### src/rtl/ldma_pkg.sv
package ldma_pkg;
  localparam int BYTE_W = 8;

  localparam logic [1:0] REG_MODE = 2'd0;
  localparam logic [1:0] REG_STAT = 2'd1;
  localparam logic [1:0] REG_CDA  = 2'd2;

  localparam int MB_START = 0;
  localparam int MB_ABORT = 1;
  localparam int MB_DNIE  = 2;
  localparam int MB_ERRIE = 3;

  localparam int SB_DONE = 0;
  localparam int SB_ZLEN = 1;
  localparam int SB_MERR = 2;
  localparam int SB_BUSY = 4;
  localparam int SB_HALT = 5;

  typedef enum logic [1:0] {S_IDLE, S_FETCH, S_COPY} seq_e;
  typedef enum logic [1:0] {C_IDLE, C_RD, C_WR} cpy_e;
endpackage

### src/rtl/ldma_regs.sv
module ldma_regs
  import ldma_pkg::*;
#(
  parameter int AW = 16
) (
  input  logic          clk_i,
  input  logic          rst_ni,
  input  logic          reg_we_i,
  input  logic [1:0]    reg_addr_i,
  input  logic [31:0]   reg_wdata_i,
  output logic [31:0]   reg_rdata_o,
  input  logic          busy_i,
  input  logic          halted_i,
  input  logic          ev_done_i,
  input  logic          ev_zlen_i,
  input  logic          ev_merr_i,
  input  logic          cda_ld_i,
  input  logic [AW-1:0] cda_nxt_i,
  output logic [AW-1:0] cda_o,
  output logic          go_o,
  output logic          abort_o,
  output logic          irq_o
);
  logic start_q, dnie_q, errie_q;
  logic done_q, zlen_q, merr_q;
  logic [AW-1:0] cda_q;
  logic wr_mode, wr_stat, wr_cda;
  logic unused_w;

  assign wr_mode = reg_we_i && (reg_addr_i == REG_MODE);
  assign wr_stat = reg_we_i && (reg_addr_i == REG_STAT);
  assign wr_cda  = reg_we_i && (reg_addr_i == REG_CDA);
  assign go_o    = wr_mode && reg_wdata_i[MB_START] && !start_q && !busy_i;
  assign abort_o = wr_mode && reg_wdata_i[MB_ABORT] && busy_i;
  assign unused_w = ^reg_wdata_i;

  always_ff @(posedge clk_i or negedge rst_ni) begin
    if (!rst_ni) begin
      start_q <= 1'b0;
      dnie_q  <= 1'b0;
      errie_q <= 1'b0;
      done_q  <= 1'b0;
      zlen_q  <= 1'b0;
      merr_q  <= 1'b0;
      cda_q   <= '0;
    end else begin
      if (wr_mode) begin
        start_q <= reg_wdata_i[MB_START];
        dnie_q  <= reg_wdata_i[MB_DNIE];
        errie_q <= reg_wdata_i[MB_ERRIE];
      end
      // set wins over a same-cycle clear
      done_q <= ev_done_i | (done_q & ~(wr_stat & reg_wdata_i[SB_DONE]));
      zlen_q <= ev_zlen_i | (zlen_q & ~(wr_stat & reg_wdata_i[SB_ZLEN]));
      merr_q <= ev_merr_i | (merr_q & ~(wr_stat & reg_wdata_i[SB_MERR]));
      if (cda_ld_i)
        cda_q <= cda_nxt_i;
      else if (wr_cda && !busy_i)
        cda_q <= {reg_wdata_i[AW-1:2], 2'b00};
    end
  end

  always_comb begin
    reg_rdata_o = '0;
    unique case (reg_addr_i)
      REG_MODE: begin
        reg_rdata_o[MB_START] = start_q;
        reg_rdata_o[MB_DNIE]  = dnie_q;
        reg_rdata_o[MB_ERRIE] = errie_q;
      end
      REG_STAT: begin
        reg_rdata_o[SB_DONE] = done_q;
        reg_rdata_o[SB_ZLEN] = zlen_q;
        reg_rdata_o[SB_MERR] = merr_q;
        reg_rdata_o[SB_BUSY] = busy_i;
        reg_rdata_o[SB_HALT] = halted_i;
      end
      REG_CDA:  reg_rdata_o[AW-1:0] = cda_q;
      default:  reg_rdata_o = '0;
    endcase
  end

  assign cda_o = cda_q;
  assign irq_o = (done_q & dnie_q) | ((zlen_q | merr_q) & errie_q);
endmodule

### src/rtl/ldma_copy.sv
module ldma_copy
  import ldma_pkg::*;
#(
  parameter int AW = 16,
  parameter int CW = 16
) (
  input  logic              clk_i,
  input  logic              rst_ni,
  input  logic              start_i,
  input  logic              abort_i,
  input  logic [AW-1:0]     src_i,
  input  logic [AW-1:0]     dst_i,
  input  logic [CW-1:0]     cnt_i,
  output logic              done_o,
  output logic              err_o,
  output logic              mem_req_o,
  output logic              mem_we_o,
  output logic [AW-1:0]     mem_addr_o,
  output logic [BYTE_W-1:0] mem_wdata_o,
  input  logic              mem_ack_i,
  input  logic              mem_err_i,
  input  logic [BYTE_W-1:0] mem_rdata_i
);
  cpy_e st_q;
  logic [AW-1:0] sa_q, da_q;
  logic [CW-1:0] rem_q;
  logic [BYTE_W-1:0] byte_q;

  assign mem_req_o   = (st_q != C_IDLE);
  assign mem_we_o    = (st_q == C_WR);
  assign mem_addr_o  = (st_q == C_WR) ? da_q : sa_q;
  assign mem_wdata_o = byte_q;
  assign err_o  = mem_req_o && mem_ack_i && mem_err_i && !abort_i;
  assign done_o = (st_q == C_WR) && mem_ack_i && !mem_err_i &&
                  (rem_q == CW'(1)) && !abort_i;

  always_ff @(posedge clk_i or negedge rst_ni) begin
    if (!rst_ni) begin
      st_q   <= C_IDLE;
      sa_q   <= '0;
      da_q   <= '0;
      rem_q  <= '0;
      byte_q <= '0;
    end else if (abort_i) begin
      st_q <= C_IDLE;
    end else begin
      unique case (st_q)
        C_IDLE: if (start_i) begin
          sa_q  <= src_i;
          da_q  <= dst_i;
          rem_q <= cnt_i;
          st_q  <= C_RD;
        end
        C_RD: if (mem_ack_i) begin
          if (mem_err_i) st_q <= C_IDLE;
          else begin
            byte_q <= mem_rdata_i;
            st_q   <= C_WR;
          end
        end
        C_WR: if (mem_ack_i) begin
          if (mem_err_i) st_q <= C_IDLE;
          else begin
            sa_q  <= sa_q + AW'(1);
            da_q  <= da_q + AW'(1);
            rem_q <= rem_q - CW'(1);
            st_q  <= (rem_q == CW'(1)) ? C_IDLE : C_RD;
          end
        end
        default: st_q <= C_IDLE;
      endcase
    end
  end
endmodule

### src/rtl/ldma_seq.sv
module ldma_seq
  import ldma_pkg::*;
#(
  parameter int AW = 16,
  parameter int CW = 16
) (
  input  logic          clk_i,
  input  logic          rst_ni,
  input  logic          go_i,
  input  logic          abort_i,
  input  logic [AW-1:0] cda_i,
  output logic          dsc_req_o,
  output logic [AW-1:0] dsc_addr_o,
  input  logic          dsc_ack_i,
  input  logic          dsc_err_i,
  input  logic [31:0]   dsc_rdata_i,
  output logic          cp_start_o,
  output logic [AW-1:0] cp_src_o,
  output logic [AW-1:0] cp_dst_o,
  output logic [CW-1:0] cp_cnt_o,
  input  logic          cp_done_i,
  input  logic          cp_err_i,
  output logic          busy_o,
  output logic          halted_o,
  output logic          ev_done_o,
  output logic          ev_zlen_o,
  output logic          ev_merr_o,
  output logic          cda_ld_o,
  output logic [AW-1:0] cda_nxt_o
);
  seq_e st_q;
  logic [1:0] idx_q;
  logic [CW-1:0] cnt_q;
  logic [AW-1:0] src_q, dst_q, nxt_q;
  logic last_q, halted_q;
  logic fetched_w, fin_w, halt_w;
  logic unused_w;

  assign unused_w   = ^dsc_rdata_i;
  assign dsc_req_o  = (st_q == S_FETCH);
  assign dsc_addr_o = cda_i + AW'(idx_q);
  // link word is the fourth and final fetch
  assign fetched_w  = dsc_req_o && (idx_q == 2'd3) && dsc_ack_i && !dsc_err_i && !abort_i;
  assign cp_start_o = fetched_w && (cnt_q != '0);
  assign ev_zlen_o  = fetched_w && (cnt_q == '0);
  assign ev_merr_o  = !abort_i && ((dsc_req_o && dsc_ack_i && dsc_err_i) ||
                                   ((st_q == S_COPY) && cp_err_i));
  assign fin_w      = !abort_i && (st_q == S_COPY) && cp_done_i;
  assign ev_done_o  = fin_w && last_q;
  assign cda_ld_o   = fin_w && !last_q;
  assign cda_nxt_o  = nxt_q;
  assign halt_w     = abort_i || ev_merr_o || ev_zlen_o;
  assign cp_src_o   = src_q;
  assign cp_dst_o   = dst_q;
  assign cp_cnt_o   = cnt_q;
  assign busy_o     = (st_q != S_IDLE);
  assign halted_o   = halted_q;

  always_ff @(posedge clk_i or negedge rst_ni) begin
    if (!rst_ni) begin
      st_q     <= S_IDLE;
      idx_q    <= '0;
      cnt_q    <= '0;
      src_q    <= '0;
      dst_q    <= '0;
      nxt_q    <= '0;
      last_q   <= 1'b0;
      halted_q <= 1'b0;
    end else if (go_i) begin
      st_q     <= S_FETCH;
      idx_q    <= '0;
      halted_q <= 1'b0;
    end else if (halt_w) begin
      st_q     <= S_IDLE;
      halted_q <= 1'b1;
    end else begin
      unique case (st_q)
        S_FETCH: if (dsc_ack_i) begin
          unique case (idx_q)
            2'd0: cnt_q <= dsc_rdata_i[CW-1:0];
            2'd1: src_q <= dsc_rdata_i[AW-1:0];
            2'd2: dst_q <= dsc_rdata_i[AW-1:0];
            default: begin
              nxt_q  <= {dsc_rdata_i[AW-1:2], 2'b00};
              last_q <= dsc_rdata_i[0];
              st_q   <= S_COPY;
            end
          endcase
          idx_q <= idx_q + 2'd1;
        end
        S_COPY: if (fin_w) begin
          st_q  <= last_q ? S_IDLE : S_FETCH;
          idx_q <= '0;
        end
        default: st_q <= S_IDLE;
      endcase
    end
  end
endmodule

### src/rtl/ldma_chan.sv
module ldma_chan
  import ldma_pkg::*;
#(
  parameter int AW = 16,
  parameter int CW = 16
) (
  input  logic              clk_i,
  input  logic              rst_ni,
  input  logic              reg_we_i,
  input  logic [1:0]        reg_addr_i,
  input  logic [31:0]       reg_wdata_i,
  output logic [31:0]       reg_rdata_o,
  output logic              dsc_req_o,
  output logic [AW-1:0]     dsc_addr_o,
  input  logic              dsc_ack_i,
  input  logic              dsc_err_i,
  input  logic [31:0]       dsc_rdata_i,
  output logic              mem_req_o,
  output logic              mem_we_o,
  output logic [AW-1:0]     mem_addr_o,
  output logic [BYTE_W-1:0] mem_wdata_o,
  input  logic              mem_ack_i,
  input  logic              mem_err_i,
  input  logic [BYTE_W-1:0] mem_rdata_i,
  output logic              irq_o
);
  logic go_w, abort_w, busy_w, halted_w;
  logic ev_done_w, ev_zlen_w, ev_merr_w, cda_ld_w;
  logic [AW-1:0] cda_w, cda_nxt_w, cp_src_w, cp_dst_w;
  logic [CW-1:0] cp_cnt_w;
  logic cp_start_w, cp_done_w, cp_err_w;

  ldma_regs #(.AW(AW)) u_regs (
    .clk_i, .rst_ni, .reg_we_i, .reg_addr_i, .reg_wdata_i, .reg_rdata_o,
    .busy_i(busy_w), .halted_i(halted_w), .ev_done_i(ev_done_w),
    .ev_zlen_i(ev_zlen_w), .ev_merr_i(ev_merr_w), .cda_ld_i(cda_ld_w),
    .cda_nxt_i(cda_nxt_w), .cda_o(cda_w), .go_o(go_w), .abort_o(abort_w),
    .irq_o
  );

  ldma_seq #(.AW(AW), .CW(CW)) u_seq (
    .clk_i, .rst_ni, .go_i(go_w), .abort_i(abort_w), .cda_i(cda_w),
    .dsc_req_o, .dsc_addr_o, .dsc_ack_i, .dsc_err_i, .dsc_rdata_i,
    .cp_start_o(cp_start_w), .cp_src_o(cp_src_w), .cp_dst_o(cp_dst_w),
    .cp_cnt_o(cp_cnt_w), .cp_done_i(cp_done_w), .cp_err_i(cp_err_w),
    .busy_o(busy_w), .halted_o(halted_w), .ev_done_o(ev_done_w),
    .ev_zlen_o(ev_zlen_w), .ev_merr_o(ev_merr_w), .cda_ld_o(cda_ld_w),
    .cda_nxt_o(cda_nxt_w)
  );

  ldma_copy #(.AW(AW), .CW(CW)) u_copy (
    .clk_i, .rst_ni, .start_i(cp_start_w), .abort_i(abort_w),
    .src_i(cp_src_w), .dst_i(cp_dst_w), .cnt_i(cp_cnt_w),
    .done_o(cp_done_w), .err_o(cp_err_w),
    .mem_req_o, .mem_we_o, .mem_addr_o, .mem_wdata_o,
    .mem_ack_i, .mem_err_i, .mem_rdata_i
  );
endmodule

### config.mk
export PLATFORM = sky130hd
export DESIGN_NAME = ldma_chan
export DESIGN_NICKNAME = d
export VERILOG_FILES = /design/src/rtl/ldma_pkg.sv /design/src/rtl/ldma_regs.sv /design/src/rtl/ldma_copy.sv /design/src/rtl/ldma_seq.sv /design/src/rtl/ldma_chan.sv
export SDC_FILE = /design/constraint.sdc
export NUM_CORES = 1
export LEC_CHECK = 0
export CORE_UTILIZATION = 52
export CTS_BUF_LIST = sky130_fd_sc_hd__clkbuf_8
export DETAILED_ROUTE_END_ITERATION = 8
export PLACE_DENSITY_LB_ADDON = 0.08
export RECOVER_POWER = 25
export SYNTH_ARGS = -nofsm -noshare
export SYNTH_HDL_FRONTEND = slang
export SYNTH_SLANG_ARGS = --single-unit
### constraint.sdc
create_clock -name clk_i -period 4 [get_ports clk_i]
set_input_delay 1 -clock clk_i [delete_from_list [all_inputs] [get_ports clk_i]]
set_output_delay 1 -clock clk_i [all_outputs]
set_load 0.05 [all_outputs]
==> Yosys cells after proc, flatten, opt, wreduce, memory -nomap -nowiden <==
Cells that the tools add are included.
W data, S select, Z words.
{ "classes": {"n_reduce_logical": 60, "mux": 43, "mul": 0, "div_mod_pow": 0, "n_lt_le_gt_ge": 0, "shifts": 0, "eq_ne": 22, "n_bitwise": 21, "n_addsub": 5} }
{ "op_table": {"columns": ["operator", "n"], "rows": [
  ["$mux W16", 12],
  ["$pmux W16 S2", 3],
  ["$add A16 B1 Y16 const B", 2],
  ["$logic_and A1 B1 Y1", 30],
  ["$mux W2", 15],
  ["$reduce_and A5 Y1", 5],
  ["$add A16 B2 Y16", 1],
  ["$eq A16 B1 Y1 const B", 1],
  ["$logic_not A16 Y1", 1],
  ["$reduce_bool A16 Y1", 1],
  ["$sub A16 B1 Y16 const B", 1],
  ["$pmux W2 S2", 3],
  ["$eq A2 B2 Y1 const B", 5],
  ["$mux W10", 1],
  ["$reduce_bool A2 Y1", 5],
  ["$ne A3 B2 Y1 const B", 3],
  ["$and A1 B1 Y1", 8],
  ["$eq A2 B1 Y1 const B", 4],
  ["$ne A4 B4 Y1 const B", 2],
  ["$not A1 Y1", 8],
  ["$reduce_and A4 Y1", 2],
  ["$logic_not A1 Y1", 6],
  ["$logic_not A2 Y1", 3],
  ["$ne A2 B2 Y1 const B", 3],
  ["14 further kinds", 26]
]} }
{ "totals": {"ramBits": 0, "rom_bits": 0, "out_inout_bits": 76, "wordCells": 171, "ff_bits": 148, "mem_count": 0, "input_bits": 81, "latch_bits": 0} }

==> Logic depth before layout (Yosys ltp) <==
{ "logic_depth": {"ltp_word": 13, "mapped_depth": 11, "ltp_nobuf": 7} }

==> Cells and area by module <==
A second synthesis with hierarchy kept.
{ "hier_totals": {"hier_cells": 781, "hier_area_um2": 8363.0} }
{ "modules_own_cells": {"columns": ["mod", "area_each_um2", "n_inst", "cells_each"], "rows": [
  ["ldma_copy", 3612.2, 1, 431],
  ["ldma_seq", 3330.7, 1, 230],
  ["ldma_regs", 1420.1, 1, 120]
]} }

==> Least setup slack after synthesis <==
OpenSTA, ideal clock, no wires.
{ "synth_path": {"kind": "in2out", "from": "input reg_addr_i[0]", "to": "output reg_rdata_o[4]", "setup_slack_ns": 0.507, "required_time_ns": 3.000, "t_arrival_ns": 2.493, "path_stages": 4, "path_cell_list": "inv_1 -> ha_1 -> nand2_1 -> a21boi_0"} }
{ "synth_via": {"elab_chain_len": 2, "word_cells_on_any_way": 3, "cone_classes": "2 x eq/ne; 1 x mux"} }
{ "synth_rtl": {"columns": ["element", "line", "source"], "rows": [
  ["start: declaration", "ldma_chan.sv:10", "input logic [1:0] reg_addr_i,"],
  ["$eq A2 B2 Y1 or $eq A2 B1 Y1 (tied branches)", "ldma_regs.sv:65", "unique case (reg_addr_i)"],
  ["$pmux W2 S2 (*)", "ldma_regs.sv:65", null],
  ["end: declaration", "ldma_chan.sv:12", "output logic [31:0] reg_rdata_o,"]
]} }
Mark *: on every way between the ends. The rest lies on a longest branch, timed or not.

==> Worst setup path after layout <==
Same ends and word-level chain as after synthesis.

==> out/results.tsv <==
stage	metric	value	unit
pwr	p_int	3.816	mW
sta	hold_viol	0	
clock_network	cts.path.max_buffers	2	
finish	multi_input_area	3712	um2
clock_network	cts_resized	0	
clock_network	cts_buffers	17	
worst_setup_path	arrival	2.62	ns
routing	vias_per_cell	5.907	
sta	skew	0.01864	ns
sta	drv_slew	78	
finish	seqCellArea	3654	um2
routing	drt_pass1_iterations	5	
sta	worst_slew_pin_slew	1.943	ns
run_status	outcome	complete, but fails checks	
pwr	fin_total_pwr	6.687	mW
yosys	synth_ff_type	dfrtp_1	
clock_network	cts-root-buf	clkbuf_8	
floorplan	die_area	15250	um2
worst_setup_path	crit_end	reg_rdata_o[4]	
routing	wirelength	18.09	mm
clock_network	hold_buffers	0	
pwr	peakVddDrop	0.0004465	V
grt	antenna_found_initial	0	
grt	grt_pass1_wl	29.17	mm
worst_setup_path	r2r_end	u_seq.cp_cnt_o[0]	
finish	fillers	1195	
pwr	p_leak	4.101	nW
floorplan	dieWidth	123.5	um
sta	tns	0	ns
pwr	p_sw_frac	0.4294	
worst_setup_path	rrSetupSlack	1.25	ns
yosys	syn-cell-area	7675	um2
worst_setup_path	worst_setup_path_start_kind	input port	
pwr	power_density	717.1	nW/um2
worst_setup_path	crit_buf_inv	3	
clock_network	ctsHtreeMaxLevel	4	
clock_network	cts_sinks	146	
routing	post_drt_wl_per_cell	17.18	um
yosys	synth_async_sr_flop_share	1.000	
floorplan	initial_core_util	0.5301	
pwr	power.switching	2.871	mW
worst_setup_path	reg2reg_from	u_seq.st_q[0]	
worst_setup_path	critical-path-top-delay-family	buffers and inverters	
sta	finalSetupViolCount	0	
placement	io_buffers	108	
job	drv_cap	1	
yosys	yosysSeqAreaShare	0.4760	
yosys	synth-edff-count	0	
sta	worst_slack	0.3793	ns
routing	ant_nets	0	
worst_setup_path	cp_max_fo	15	
clock_network	insertion_delay	0.46	ns
worst_setup_path	r2r_cells	9	
floorplan	dieHeight	123.5	um
routing	drtIter0Drc	402	
routing	drc	0	
yosys	ys_warn_count	0	
worst_setup_path	cp-startpoint	reg_addr_i[0]	
sta	whs	0.4750	ns
worst_setup_path	required	3.00	ns
finish	nets	954	
grt	grt_max_degree	78	
sta	min_period	3.621	ns
grt	grt_overflow_total	0	
floorplan	core-area	14480	um2
yosys	ys_ff_latch	146	
finish	final_area	9325	um2
placement	place_hpwl	12.65	mm
finish	drive_gt1_frac	0.2014	
yosys	synth_top_area_cell	dfrtp_1	
clock_network	cts_setup_buffers	0	
grt	grt_use_total	0.2501	
grt	grt_pass1_vias	5836	
worst_setup_path	crit_path_cell_trace	clkdlybuf4s50_1 > inv_1 > ha_1 > nand2_1 > a21boi_0 > buf_12	
routing	vias	6220	
yosys	synth.distinct_cells	61	
sta	period_share	0.9052	
pwr	clock_power_share	0.163	
run_status	violations	max-capacitance violations, max-slew violations	
placement	dp_slack	0.2829	ns
worst_setup_path	path_depth	6	
placement	gp_congestion	0.8664	
sta	clock.fmax	276.2	MHz
min_path	worst_hold_path_type	flop to flop	
yosys	synth.top_cells.by_area	dfrtp_1, mux2_2, nand2_1	
yosys	synth_top_area_share	0.4760	
worst_setup_path	cpMaxStageDelayCell	clkdlybuf4s50_1	
sta	rsz0062_at_grt	no	
worst_setup_path	critPathMaxStageDelay	0.45	ns
yosys	synth.avg_cell_area	10.17	um2
worst_setup_path	critPathKind	input port to output port	
pwr	power_frac_seq	0.406	
finish	diodes	0	
clock_network	path_clk_slew	0.09	ns
clock_network	cts_tree	yes	
pwr	p_comb_frac	0.431	
yosys	syn_inst	755	
finish	syn_to_final_growth	21.50	%
sta	relSlewSlack	-0.2954	
worst_setup_path	endpoint_kind	output port	
floorplan	io_pins	157	
floorplan	fp-row-count	44	
placement	place_area	8962	um2
==> cells in the final DEF, fill, tap and decap left out, types with 3 or more instances in the layout <==
master / netlist / routed
o22a_1: 4 / 4
and2_1: 11 / 11
mux2i_1: 16 / 16
a211oi_1: 3 / 3
o32ai_1: 6 / 6
a21oi_1: 68 / 68
clkbuf_8: 0 / 17
o22ai_1: 14 / 14
a22o_1: 6 / 6
a2bb2oi_1: 7 / 7
clkdlybuf4s50_1: 0 / 75
nor4b_4: 4 / 4
nand2b_1: 7 / 6
mux2_4: 10 / 10
inv_1: 13 / 12
a21o_1: 4 / 4
or3_1: 5 / 5
nand2_1: 98 / 98
buf_12: 0 / 15
nor2_1: 38 / 38
clkinv_4: 0 / 3
dfrtp_1: 146 / 146
nand4_1: 6 / 6
nor3_1: 10 / 10
ha_1: 17 / 17
o21ai_0: 52 / 52
a31oi_1: 6 / 6
inv_6: 0 / 7
o31ai_1: 4 / 4
nand3_1: 26 / 26
nor4_1: 12 / 12
conb_1: 1 / 16
buf_4: 21 / 33
mux2_2: 64 / 64
o2bb2ai_1: 4 / 4
==> synth_stat cells, types with 6 or more instances <==
master	number
a21oi_1	68
a22o_1	6
a2bb2oi_1	7
a31oi_1	6
and2_1	11
buf_4	21
clkbuf_1	28
dfrtp_1	146
ha_1	17
inv_1	13
mux2_2	64
mux2_4	10
mux2i_1	16
nand2_1	98
nand2b_1	7
nand3_1	26
nand4_1	6
nor2_1	38
nor3_1	10
nor4_1	12
o21ai_0	52
o22ai_1	14
o32ai_1	6
==> cells by family after synthesis <==
kind of cell,synth area share
AO/OA/AOI/OAI,0.1532
adder cells (fa/ha/maj),0.02771
buffers and inverters,0.04907
flip-flops,0.4760
multiplexers,0.1343
other,0.0004886
AND/OR/NAND/NOR,0.1591
==> worst min path at each step <==
| stage | startpoint | end | slack [ns] | depth (start not counted) |
|---|---|---|---|---|
| 3_3_place_gp | u_seq.cda_nxt_o[6] | u_regs.cda_o[6] | 0.46 | 2 |
| 5_1_grt | u_seq.cda_nxt_o[4] | u_regs.cda_o[4] | 0.50 | 2 |
| 2_1_floorplan | u_seq.cda_nxt_o[10] | u_regs.cda_o[10] | 0.45 | 2 |
| 3_5_place_dp | u_seq.cda_nxt_o[10] | u_regs.cda_o[10] | 0.47 | 2 |
| 4_1_cts | u_seq.cda_nxt_o[4] | u_regs.cda_o[4] | 0.48 | 2 |
| 6_report | u_seq.cda_nxt_o[4] | u_regs.cda_o[4] | 0.48 | 2 |
==> worst register-to-register path: cells and delay by family, from the launching register on <==
kind / cells / cell delay, ns
compound gates: 1 / 0.22
fa+ha+maj: 1 / 0.26
buf+inv: 3 / 0.57
flops: 1 / 0.39
mux: 1 / 0.37
simple gates: 3 / 0.82
==> final cells by class <==
type / instances / share of cell area
clock buffers: 17 / 0.02509
clock inverters: 15 / 0.01489
inverters: 13 / 0.005233
multi-input cells: 553 / 0.3981
flip-flops and latches: 146 / 0.3918
well taps: 184 / 0.02469
repair buffers: 125 / 0.1402
==> metal layers <==
layer | global-route usage | vias up | share of wire
li1 | - | 2909 | -
met1 | 0.3516 | 3029 | 0.45
met2 | 0.3813 | 255 | 0.47
met3 | 0.04105 | 27 | 0.061
met4 | 0.1099 | 0 | 0.022
met5 | 0 | - | 0
==> stage by stage <==
| stage | utilization | cells |
|---|---|---|
| floorplan | - | 770 |
| global placement | 0.6190 | 1021 |
| detailed placement | 0.6190 | 1021 |
| CTS | 0.6447 | 1053 |
| global route | 0.6441 | 1053 |
| finish | 0.6441 | 1053 |
==> power by group through the flow <==
stage	combinational [mW]	sequential [mW]	clock [mW]
2_1_floorplan	1.71	2.97	0
3_3_place_gp	2.81	2.69	0
3_5_place_dp	2.89	2.73	0
4_1_cts	2.90	2.71	1.13
5_1_grt	3.12	2.81	1.18
6_report	2.88	2.71	1.09
==> sequential cells by signal, indices dropped and copies added, names as in the netlist <==
register and cells:
u_copy.rem_q 16, u_regs.merr_q 1, u_regs.done_q 1, u_seq.cp_src_o 16, u_seq.idx_q 2, u_seq.st_q 2
u_regs.dnie_q 1, u_regs.start_q 1, u_seq.cp_dst_o 16, u_seq.cda_nxt_o 14, u_seq.cp_cnt_o 16, u_copy.da_q 16
u_seq.halted_o 1, u_seq.last_q 1, u_regs.cda_o 14, u_copy.st_q 2, u_regs.errie_q 1, u_copy.mem_wdata_o 8
u_regs.zlen_q 1, u_copy.sa_q 16
Power figures use the tool's default switching activity.
